**src/rtl/dpp_pkg.sv**
```systemverilog
package dpp_pkg;

    parameter int unsigned DEPTH_W = 16;
    parameter int unsigned LEN_W   = 3;

    typedef struct packed {
        logic               valid;
        logic               first;
        logic               last;
        logic               nul;
        logic               tag;
        logic [LEN_W-1:0]   len_m1;
        logic [DEPTH_W-1:0] depth;
        logic [DEPTH_W-1:0] incr;
    } pe_entry_t;

    // A stage evaluates an entry once it is at or past the list's start stage.
    function automatic logic stage_active(input int s, input logic [LEN_W-1:0] len_m1,
                                          input int n);
        return (s + int'(len_m1)) >= (n - 1);
    endfunction

endpackage

```
**src/rtl/dpp_prime_chain.sv**
```systemverilog
module dpp_prime_chain
    import dpp_pkg::*;
#(
    parameter int NUM_STAGES = 8,
    localparam int SLOTS = (NUM_STAGES + 1) / 2
) (
    input  logic                  clk,
    input  logic                  rst,
    input  logic                  load,
    input  logic                  tag_in,
    input  logic [NUM_STAGES-1:0] dirs_in,
    output logic [SLOTS-1:0]      slot_v,
    output logic [SLOTS-1:0]      slot_tag,
    output logic [NUM_STAGES-1:0] slot_dirs [SLOTS]
);

    // Each slot spans two stages, so one hop per clock is two stages per clock.
    generate
        for (genvar j = 0; j < SLOTS; j++) begin : g_slot
            if (j == 0) begin : g_head
                always_ff @(posedge clk) begin
                    if (rst) begin
                        slot_v[0]    <= 1'b0;
                        slot_tag[0]  <= 1'b0;
                        slot_dirs[0] <= '0;
                    end else begin
                        slot_v[0]    <= load;
                        slot_tag[0]  <= tag_in;
                        slot_dirs[0] <= dirs_in;
                    end
                end
            end else begin : g_body
                always_ff @(posedge clk) begin
                    if (rst) begin
                        slot_v[j]    <= 1'b0;
                        slot_tag[j]  <= 1'b0;
                        slot_dirs[j] <= '0;
                    end else begin
                        slot_v[j]    <= slot_v[j-1];
                        slot_tag[j]  <= slot_tag[j-1];
                        slot_dirs[j] <= slot_dirs[j-1];
                    end
                end
            end
        end
    endgenerate

endmodule

```
**src/rtl/dpp_stage.sv**
```systemverilog
module dpp_stage
    import dpp_pkg::*;
#(
    parameter int NUM_STAGES = 8,
    parameter int IDX        = 0
) (
    input  logic      clk,
    input  logic      rst,
    input  pe_entry_t ent_in,
    input  logic      prime_v,
    input  logic      prime_tag,
    input  logic      prime_dir,
    output pe_entry_t ent_q
);

    logic      dir_q [2];
    logic      eff_dir;
    logic      step;
    pe_entry_t nxt;

    always_comb begin
        // A priming word passing this cycle wins over the stored copy.
        eff_dir = (prime_v && (prime_tag == ent_in.tag)) ? prime_dir : dir_q[ent_in.tag];
        step    = (IDX > 0) && ent_in.valid && stage_active(IDX - 1, ent_in.len_m1, NUM_STAGES);
        nxt     = ent_in;
        if (step) begin
            nxt.depth = eff_dir ? (ent_in.depth - ent_in.incr) : (ent_in.depth + ent_in.incr);
        end
    end

    always_ff @(posedge clk) begin
        if (rst) begin
            ent_q    <= '0;
            dir_q[0] <= 1'b0;
            dir_q[1] <= 1'b0;
        end else begin
            ent_q <= nxt;
            if (prime_v) begin
                dir_q[prime_tag] <= prime_dir;
            end
        end
    end

endmodule

```
**src/rtl/depth_pipe.sv**
```systemverilog
module depth_pipe
    import dpp_pkg::*;
#(
    parameter int NUM_STAGES = 8,
    localparam int SLOTS = (NUM_STAGES + 1) / 2
) (
    input  logic                            clk,
    input  logic                            rst,
    input  logic                            in_valid,
    input  logic                            in_first,
    input  logic                            in_last,
    input  logic                            in_null,
    input  logic [LEN_W-1:0]                in_len_m1,
    input  logic [DEPTH_W-1:0]              in_depth,
    input  logic [DEPTH_W-1:0]              in_incr,
    input  logic [NUM_STAGES-1:0]           in_dirs,
    output logic [NUM_STAGES*DEPTH_W-1:0]   out_depth,
    output logic [NUM_STAGES-1:0]           out_mask,
    output logic                            out_tail_first,
    output logic                            out_tail_last
);

    logic                  cur_tag;
    logic                  head;
    pe_entry_t             head_ent;
    pe_entry_t             stage_q [NUM_STAGES];
    logic [SLOTS-1:0]      slot_v;
    logic [SLOTS-1:0]      slot_tag;
    logic [NUM_STAGES-1:0] slot_dirs [SLOTS];

    assign head = in_valid && in_first;

    always_comb begin
        head_ent.valid  = in_valid;
        head_ent.first  = in_first;
        head_ent.last   = in_last;
        head_ent.nul    = in_null;
        head_ent.tag    = head ? ~cur_tag : cur_tag;
        head_ent.len_m1 = in_len_m1;
        head_ent.depth  = in_depth;
        head_ent.incr   = in_incr;
    end

    // One tag bit tells apart the list at the tail from the list behind it.
    always_ff @(posedge clk) begin
        if (rst) begin
            cur_tag <= 1'b0;
        end else if (head) begin
            cur_tag <= ~cur_tag;
        end
    end

    dpp_prime_chain #(.NUM_STAGES(NUM_STAGES)) u_prime (
        .clk       (clk),
        .rst       (rst),
        .load      (head),
        .tag_in    (~cur_tag),
        .dirs_in   (in_dirs),
        .slot_v    (slot_v),
        .slot_tag  (slot_tag),
        .slot_dirs (slot_dirs)
    );

    generate
        for (genvar s = 0; s < NUM_STAGES; s++) begin : g_pe
            pe_entry_t feed;
            if (s == 0) begin : g_first
                assign feed = head_ent;
            end else begin : g_next
                assign feed = stage_q[s-1];
            end

            dpp_stage #(.NUM_STAGES(NUM_STAGES), .IDX(s)) u_stage (
                .clk       (clk),
                .rst       (rst),
                .ent_in    (feed),
                .prime_v   (slot_v[s/2]),
                .prime_tag (slot_tag[s/2]),
                .prime_dir (slot_dirs[s/2][s]),
                .ent_q     (stage_q[s])
            );

            assign out_depth[s*DEPTH_W +: DEPTH_W] = stage_q[s].depth;
            assign out_mask[s] = stage_q[s].valid && !stage_q[s].nul
                               && stage_active(s, stage_q[s].len_m1, NUM_STAGES)
                               && stage_q[NUM_STAGES-1].valid
                               && (stage_q[s].tag == stage_q[NUM_STAGES-1].tag);
        end
    endgenerate

    assign out_tail_first = stage_q[NUM_STAGES-1].valid && stage_q[NUM_STAGES-1].first;
    assign out_tail_last  = stage_q[NUM_STAGES-1].valid && stage_q[NUM_STAGES-1].last;

endmodule

```
**config.mk**
```make
export PLATFORM = sky130hd
export DESIGN_NAME = depth_pipe
export DESIGN_NICKNAME = d
export VERILOG_FILES = /design/src/rtl/dpp_pkg.sv /design/src/rtl/dpp_prime_chain.sv /design/src/rtl/dpp_stage.sv /design/src/rtl/depth_pipe.sv
export SDC_FILE = /design/constraint.sdc
export NUM_CORES = 1
export LEC_CHECK = 0
export ABC_CLOCK_PERIOD_IN_PS = 5750
export BUFFER_PORTS_ARGS = -buffer_cell sky130_fd_sc_hd__buf_2
export CORE_ASPECT_RATIO = 1.4
export CORE_MARGIN = 8
export CORE_UTILIZATION = 50
export DETAILED_ROUTE_END_ITERATION = 7
export PLACE_DENSITY = 0.75
export SLEW_MARGIN = 20
export SYNTH_ARGS = -nofsm -noshare
export SYNTH_HDL_FRONTEND = slang
export SYNTH_HIERARCHICAL = 1
export SYNTH_SLANG_ARGS = --single-unit
```
**constraint.sdc**
```tcl
create_clock -name clk -period 5.75 [get_ports clk]
set_input_delay 1.15 -clock clk [delete_from_list [all_inputs] [get_ports clk]]
set_output_delay 1.15 -clock clk [all_outputs]
set_load 0.005 [all_outputs]
```
== Yosys cells after proc, flatten, opt, wreduce, memory -nomap -nowiden ==
Memories as Yosys holds them, arrays and structs flattened. A register that Yosys moved wholly into a read port is not among the register bits.
Index checks and enable logic that the tools add are counted.

* Flip-flop bits (word level): 344
* Memory bits (writable): 14
* Input bits: 49
* Output and inout port bits: 138
* Word-level logic and storage cells: 254
* Memories: 7

* Add/sub/neg operators: 21
* $lt $le $gt $ge: 8
* Eq/ne operators: 14
* Multiplexer cells: 65
* Bitwise operators: 1
* Reductions and logical operators: 63

{| class="wikitable"
|+ Memory list
! memory !! depth !! width !! rd ports !! clocked after Yosys merged registers in !! write ports !! RTL line !! text
|-
| g_pe[1].u_stage.dir_q || 2 || 1 || 1 || 1 || 2 || dpp_stage.sv:16 || <nowiki>logic dir_q [2];</nowiki>
|-
| g_pe[2].u_stage.dir_q || 2 || 1 || 1 || 1 || 2 || dpp_stage.sv:16 ||
|-
| g_pe[3].u_stage.dir_q || 2 || 1 || 1 || 1 || 2 || dpp_stage.sv:16 ||
|-
| g_pe[4].u_stage.dir_q || 2 || 1 || 1 || 1 || 2 || dpp_stage.sv:16 ||
|-
| g_pe[5].u_stage.dir_q || 2 || 1 || 1 || 1 || 2 || dpp_stage.sv:16 ||
|-
| g_pe[6].u_stage.dir_q || 2 || 1 || 1 || 1 || 2 || dpp_stage.sv:16 ||
|-
| +1 memories || -- || -- || -- || -- || -- || -- ||
|}

{| class="wikitable"
|+ Operators by type and width
! cell !! count
|-
| 2-to-1 mux 16 bit || 14
|-
| greater-or-equal comparator 32 x 4 -> 1 bit, second input constant || 6
|-
| adder 16 bit || 7
|-
| subtractor 16 bit || 7
|-
| 2-to-1 mux 1 bit || 51
|-
| logical AND 1 bit || 48
|-
| adder 3 x 3 -> 4 bit, first input constant || 4
|-
| equality test 1 bit || 14
|-
| adder 2 x 3 -> 4 bit, first input constant || 2
|-
| zero test 1 bit || 8
|-
| OR reduction 1 bit || 7
|-
| adder 1 x 3 -> 4 bit, first input constant || 1
|-
| greater-or-equal comparator 4 x 3 -> 1 bit, second input constant || 1
|-
| greater-or-equal comparator 3 bit, second input constant || 1
|-
| inverter 1 bit || 1
|}

== Longest topological paths before layout ==
* Depth after elaboration: 5
* Mapped depth: 15

== Hierarchy ==
The synthesis kept the hierarchy.

{| class="wikitable"
|+ By module, submodules not included
! module !! times used !! cells each !! area each (sq um)
|-
| dpp_stage at g_pe[4].u_stage || 1 || 286 || 2,443.6
|-
| dpp_stage at g_pe[5].u_stage || 1 || 276 || 2,406.1
|-
| dpp_stage at g_pe[3].u_stage || 1 || 276 || 2,398.6
|-
| dpp_stage at g_pe[7].u_stage || 1 || 280 || 2,392.3
|-
| dpp_stage at g_pe[6].u_stage || 1 || 270 || 2,382.3
|-
| dpp_stage at g_pe[1].u_stage || 1 || 275 || 2,349.8
|-
| dpp_stage at g_pe[2].u_stage || 1 || 279 || 2,346.0
|-
| dpp_prime_chain || 1 || 84 || 1,156.1
|-
| dpp_stage at g_pe[0].u_stage || 1 || 84 || 1,156.1
|-
| depth_pipe || 1 || 40 || 296.5
|}

== Worst setup path after synthesis ==
OpenSTA, ideal clock, no wires.

* Path kind: reg2reg
* From: register u_prime.slot_tag[0]
* To: register g_pe[1].u_stage/ent_q[31] in the netlist's numbering
* Library setup time: 0.123 ns
* Arrival: 3.358 ns
* Required time: 5.627 ns
* Path slack: 2.269 ns
* Cell stages (with the launch flop): 15
* Buffers on the path: 1
* Clock period less this slack: 3.481 ns
* Cell sequence: dfxtp_1 > nand2b_1 > mux2i_1 > o21a_1 > clkbuf_1 > o31ai_1 > xor2_1 > ha_1 > a21oi_2 > o21ai_1 > a221o_1 > a41o_1 > a221oi_2 > mux2i_1 > mux2_1

* Cells in the longest elaborated chain, start to end: 5

{| class="wikitable"
|+ RTL lines
! element !! RTL line !! text
|-
| from (decl) || dpp_prime_chain.sv:13 || <nowiki>output logic [SLOTS-1:0] slot_tag,</nowiki>
|-
| from (signal assigned) || dpp_prime_chain.sv:28 || <nowiki>slot_tag[0] <= tag_in;</nowiki>
|-
| equality test 1 bit || dpp_stage.sv:23 || <nowiki>eff_dir = (prime_v && (prime_tag == ent_in.tag)) ? prime_dir : dir_q[ent_in.tag];</nowiki>
|-
| logical AND 1 bit || dpp_stage.sv:23 ||
|-
| 2-to-1 mux 1 bit || dpp_stage.sv:23 ||
|-
| 2-to-1 mux 16 bit || dpp_stage.sv:27 || <nowiki>nxt.depth = eff_dir ? (ent_in.depth - ent_in.incr) : (ent_in.depth + ent_in.incr);</nowiki>
|-
| 2-to-1 mux 16 bit || dpp_stage.sv:26 || <nowiki>if (step) begin</nowiki>
|-
| to (signal assigned) || dpp_stage.sv:37 || <nowiki>ent_q <= nxt;</nowiki>
|-
| to (decl) || dpp_stage.sv:13 || <nowiki>output pe_entry_t ent_q</nowiki>
|}

No other way between the ends.
A chain may end at the register's enable or synchronous reset.

== Worst setup path after layout ==
* From: register u_prime.slot_v[2]
* To: register g_pe[4].u_stage/ent_q[31] in the netlist's numbering

* Cells in the longest elaborated chain, start to end: 4

{| class="wikitable"
|+ RTL lines
! element !! RTL line !! text
|-
| from (decl) || dpp_prime_chain.sv:12 || <nowiki>output logic [SLOTS-1:0] slot_v,</nowiki>
|-
| from (signal, indexed assignment) || dpp_prime_chain.sv:39 || <nowiki>slot_v[j] <= slot_v[j-1];</nowiki>
|-
| logical AND 1 bit || dpp_stage.sv:23 ||
|-
| 2-to-1 mux 1 bit || dpp_stage.sv:23 ||
|-
| 2-to-1 mux 16 bit || dpp_stage.sv:27 ||
|-
| 2-to-1 mux 16 bit || dpp_stage.sv:26 ||
|-
| to (signal assigned) || dpp_stage.sv:37 ||
|-
| to (decl) || dpp_stage.sv:13 ||
|}

No other way between the ends.

==> run_results.csv <==
group,metric,value,unit
clock_network,cts_made_buffers,36,
logic_synthesis,yosys_warnings,6,
clock_network,clock_sinks,343,
worst_setup_path,worstPathMaxFanout,10,
clock_network,cts_tree,"yes",
route,final_antenna_net_count,0,
global_routing,antenna_found_initial,0,
route,viasPerCell,5.53,
worst_setup_path,crit_buf_inv,0,
global_routing,grt_max_degree,129,
route,wl_per_cell,16.9,microns
global_routing,grt_pass1_wl,73700,microns
floorplanning,initial_core_util,50.5,%
worst_setup_path,start_kind,"flip-flop",
clock_network,hold_buffers,0,
logic_synthesis,mappedNetlistNets,2256,
sta,setup_viol,0,
worst_setup_path,path_cells,"nor2b_1 -> o22ai_1 -> o21ai_0 -> a21oi_1 -> xnor2_1 -> ha_1 -> a21o_1 -> a211o_1 -> o211a_1 -> or3_1 -> mux2i_1 -> mux2_1",
final_layout,fillers,3325,
pwr,powerDensity,278,nW/um^2
route,vias,15100,
placement,dp_cells,2673,
placement,dpl.hpwl,36800,microns
worst_setup_path,critPathMaxStageDelay,0.84,ns
worst_setup_path,reg2reg_from,"u_prime/slot_v[2]",
worst_setup_path,crit_type,"reg -> reg",
worst_setup_path,crit_start,"u_prime/slot_v[2]",
sta,slew_headroom,29.4,%
status,status,"finished clean",
worst_setup_path,cp.arrival,4.56,ns
clock_network,cts_setup_buffers,0,
final_layout,multi_input_area,10900,sq um
sta,rsz0062_at_grt,"false",
worst_setup_path,r2r_slack,1.60,ns
sta,drv_slew,0,
worst_setup_path,required,6.16,ns
worst_setup_path,crit_slowest_cell,"o21ai_0",
clock_network,cts-resized-gates,0,
floorplanning,die_area,43400,sq um
final_layout,diodes,0,
logic_synthesis,syn_area,18500,sq um
route,drcViolationCount,0,
clock_network,cts_buffer_depth,3,
clock_network,htree_levels,2,
global_routing,overflow,0,
sta,hold_slack,0.433,ns
sta,tightest_slew,1.05,ns
sta,finClkSkew,0.0220,ns
pwr,switchingPower,0.00150,W
floorplanning,die_y,243,microns
placement,place.gp.congestion,0.973,
final_layout,final-seq-area,7010,sq um
pwr,p_clk_share,40.8,%
pwr,ir_drop,0.274,mV
worst_setup_path,crit_end,"g_pe[4].u_stage/ent_q[31]",
hold_path,min_path_cells,1,
floorplanning,ioPinCount,187,
sta,tns,0,ns
worst_setup_path,cp_num_cells,12,
worst_setup_path,path_delay_family,"compound AO/OA/AOI/OAI gates",
worst_setup_path,reg2reg_depth,12,
final_layout,instances_no_fill,2736,
sta,clock.fmax,241,MHz
pwr,p_comb_share,16.2,%
floorplanning,die_x,178,microns
final_layout,drive_gt1_share,15.4,%
floorplanning,rows,83,
clock_network,root_buffer,"clkbuf_16",
sta,finalHoldViolCount,0,
pwr,switching_share,25.8,%
route,drtIter0Drc,770,
route,firstDrtPassIters,7,
clock_network,clk-insertion-delay-late,0.53,ns
global_routing,grtUsageTotal,20.7,%
sta,period_share,72.2,%
worst_setup_path,end_kind,"flip-flop",
logic_synthesis,synthCells,2086,
placement,pre_cts_slack,1.62,ns
pwr,pwr-share-seq,42.9,%
logic_synthesis,avgSynthCellArea,8.85,sq um
sta,min_period,4.15,ns
route,wl,46300,microns
floorplanning,core,36600,sq um
pwr,leakage,9.10,nW
job,drv_cap,0,
final_layout,area_growth_syn_to_layout,13.6,%
final_layout,nNetsFinal,2414,
hold_path,worstHoldPathType,"reg -> reg",
clock_network,cts.clk_slew.worst_paths,0.06,ns
placement,port_buffers,185,
pwr,internal-power,0.00433,W
pwr,power.total,0.00583,W
sta,postLayoutSetupSlackWorst,1.60,ns
global_routing,grt_pass1_vias,15600,
worst_setup_path,reg2reg_to,"g_pe[4].u_stage/ent_q[31]",
[cells in the final DEF, fill, tap and decap left out, types with 10 or more instances in the layout]
master,n
dfxtp_1,329
nor2b_1,184
buf_2,184
nand2_1,179
nor2_1,154
a21oi_1,150
ha_1,114
xor2_1,87
inv_1,74
xnor2_1,70
o21ai_0,58
nor3_1,56
nor2b_2,49
clkbuf_16,39
o21a_1,34
a21o_1,34
nand2b_1,33
o31ai_1,31
nand3_1,29
a211oi_1,23
o21ai_1,20
and3_1,16
nand3b_1,15
nor4_1,15
or3_1,15
a31oi_1,14
edfxtp_1,14
o211ai_1,12
nand4_1,11
mux2i_1,10
[power groups by stage]
stage               combinational, W  clock [W]  sequential [W]
floorplan                   0.000733          0         0.00254
global placement            0.000917          0         0.00255
detailed placement          0.000936          0         0.00255
CTS                         0.000943    0.00245         0.00250
global route                 0.00105    0.00255         0.00251
finish                      0.000948    0.00238         0.00250
[layout make-up]
type / instances / share of cell area (%)
clock inverter: 11 / 0.698
timing repair buffer: 193 / 4.75
sequential: 343 / 33.4
tap: 467 / 2.79
inverter: 75 / 1.34
clock buffer: 52 / 5.27
multi-input combinational: 1595 / 51.8
[how the worst min path moves through the flow]
stage / slack (ns) / start / to
floorplan: 0.41 / g_pe[0].u_stage/ent_q[37] / g_pe[1].u_stage/ent_q[37]
global placement: 0.42 / u_prime/slot_dirs[27] / u_prime/slot_dirs[19]
detailed placement: 0.42 / g_pe[4].u_stage/ent_q[38] / g_pe[5].u_stage/ent_q[38]
CTS: 0.44 / g_pe[6].u_stage/ent_q[37] / g_pe[7].u_stage/ent_q[37]
global route: 0.44 / g_pe[6].u_stage/ent_q[37] / g_pe[7].u_stage/ent_q[37]
finish: 0.43 / g_pe[4].u_stage/ent_q[38] / g_pe[5].u_stage/ent_q[38]
[layer usage]
metal	part of all wire (%)	vias up	track usage (%)	wire, microns
met5	0	-	0	0
met4	5.2	0	11.6	2390
li1	-	7604	-	-
met2	54	409	41.0	25100
met3	5.5	148	4.46	2550
met1	35	6971	18.6	16300
[stage by stage]
| stage | utilization, % | cell area, sq um |
|---|---|---|
| 6_report | 57.4 | 21000 |
| 5_1_grt | 57.4 | 21000 |
| 4_1_cts | 57.4 | 21000 |
| 3_5_place_dp | 54.0 | 19700 |
| 3_3_place_gp | 54.0 | 19700 |
| 2_1_floorplan | - | 18500 |
[sequential cells by signal, indices dropped and copies added, names as in the netlist]
signal	cells
g_pe.u_stage/ent_q	301
u_prime/slot_v	4
cur_tag	1
u_prime/slot_tag	4
g_pe.u_stage/dir_q	14
u_prime/slot_dirs	19
[worst register-to-register path, cell delays in order (launching register included)]
cell	delay [ns]
dfxtp_1	0.50
nor2b_1	0.24
o22ai_1	0.14
o21ai_0	0.84
a21oi_1	0.12
xnor2_1	0.18
ha_1	0.34
a21o_1	0.21
a211o_1	0.33
o211a_1	0.28
or3_1	0.36
mux2i_1	0.18
mux2_1	0.34
(Power assumes the default switching activity.)
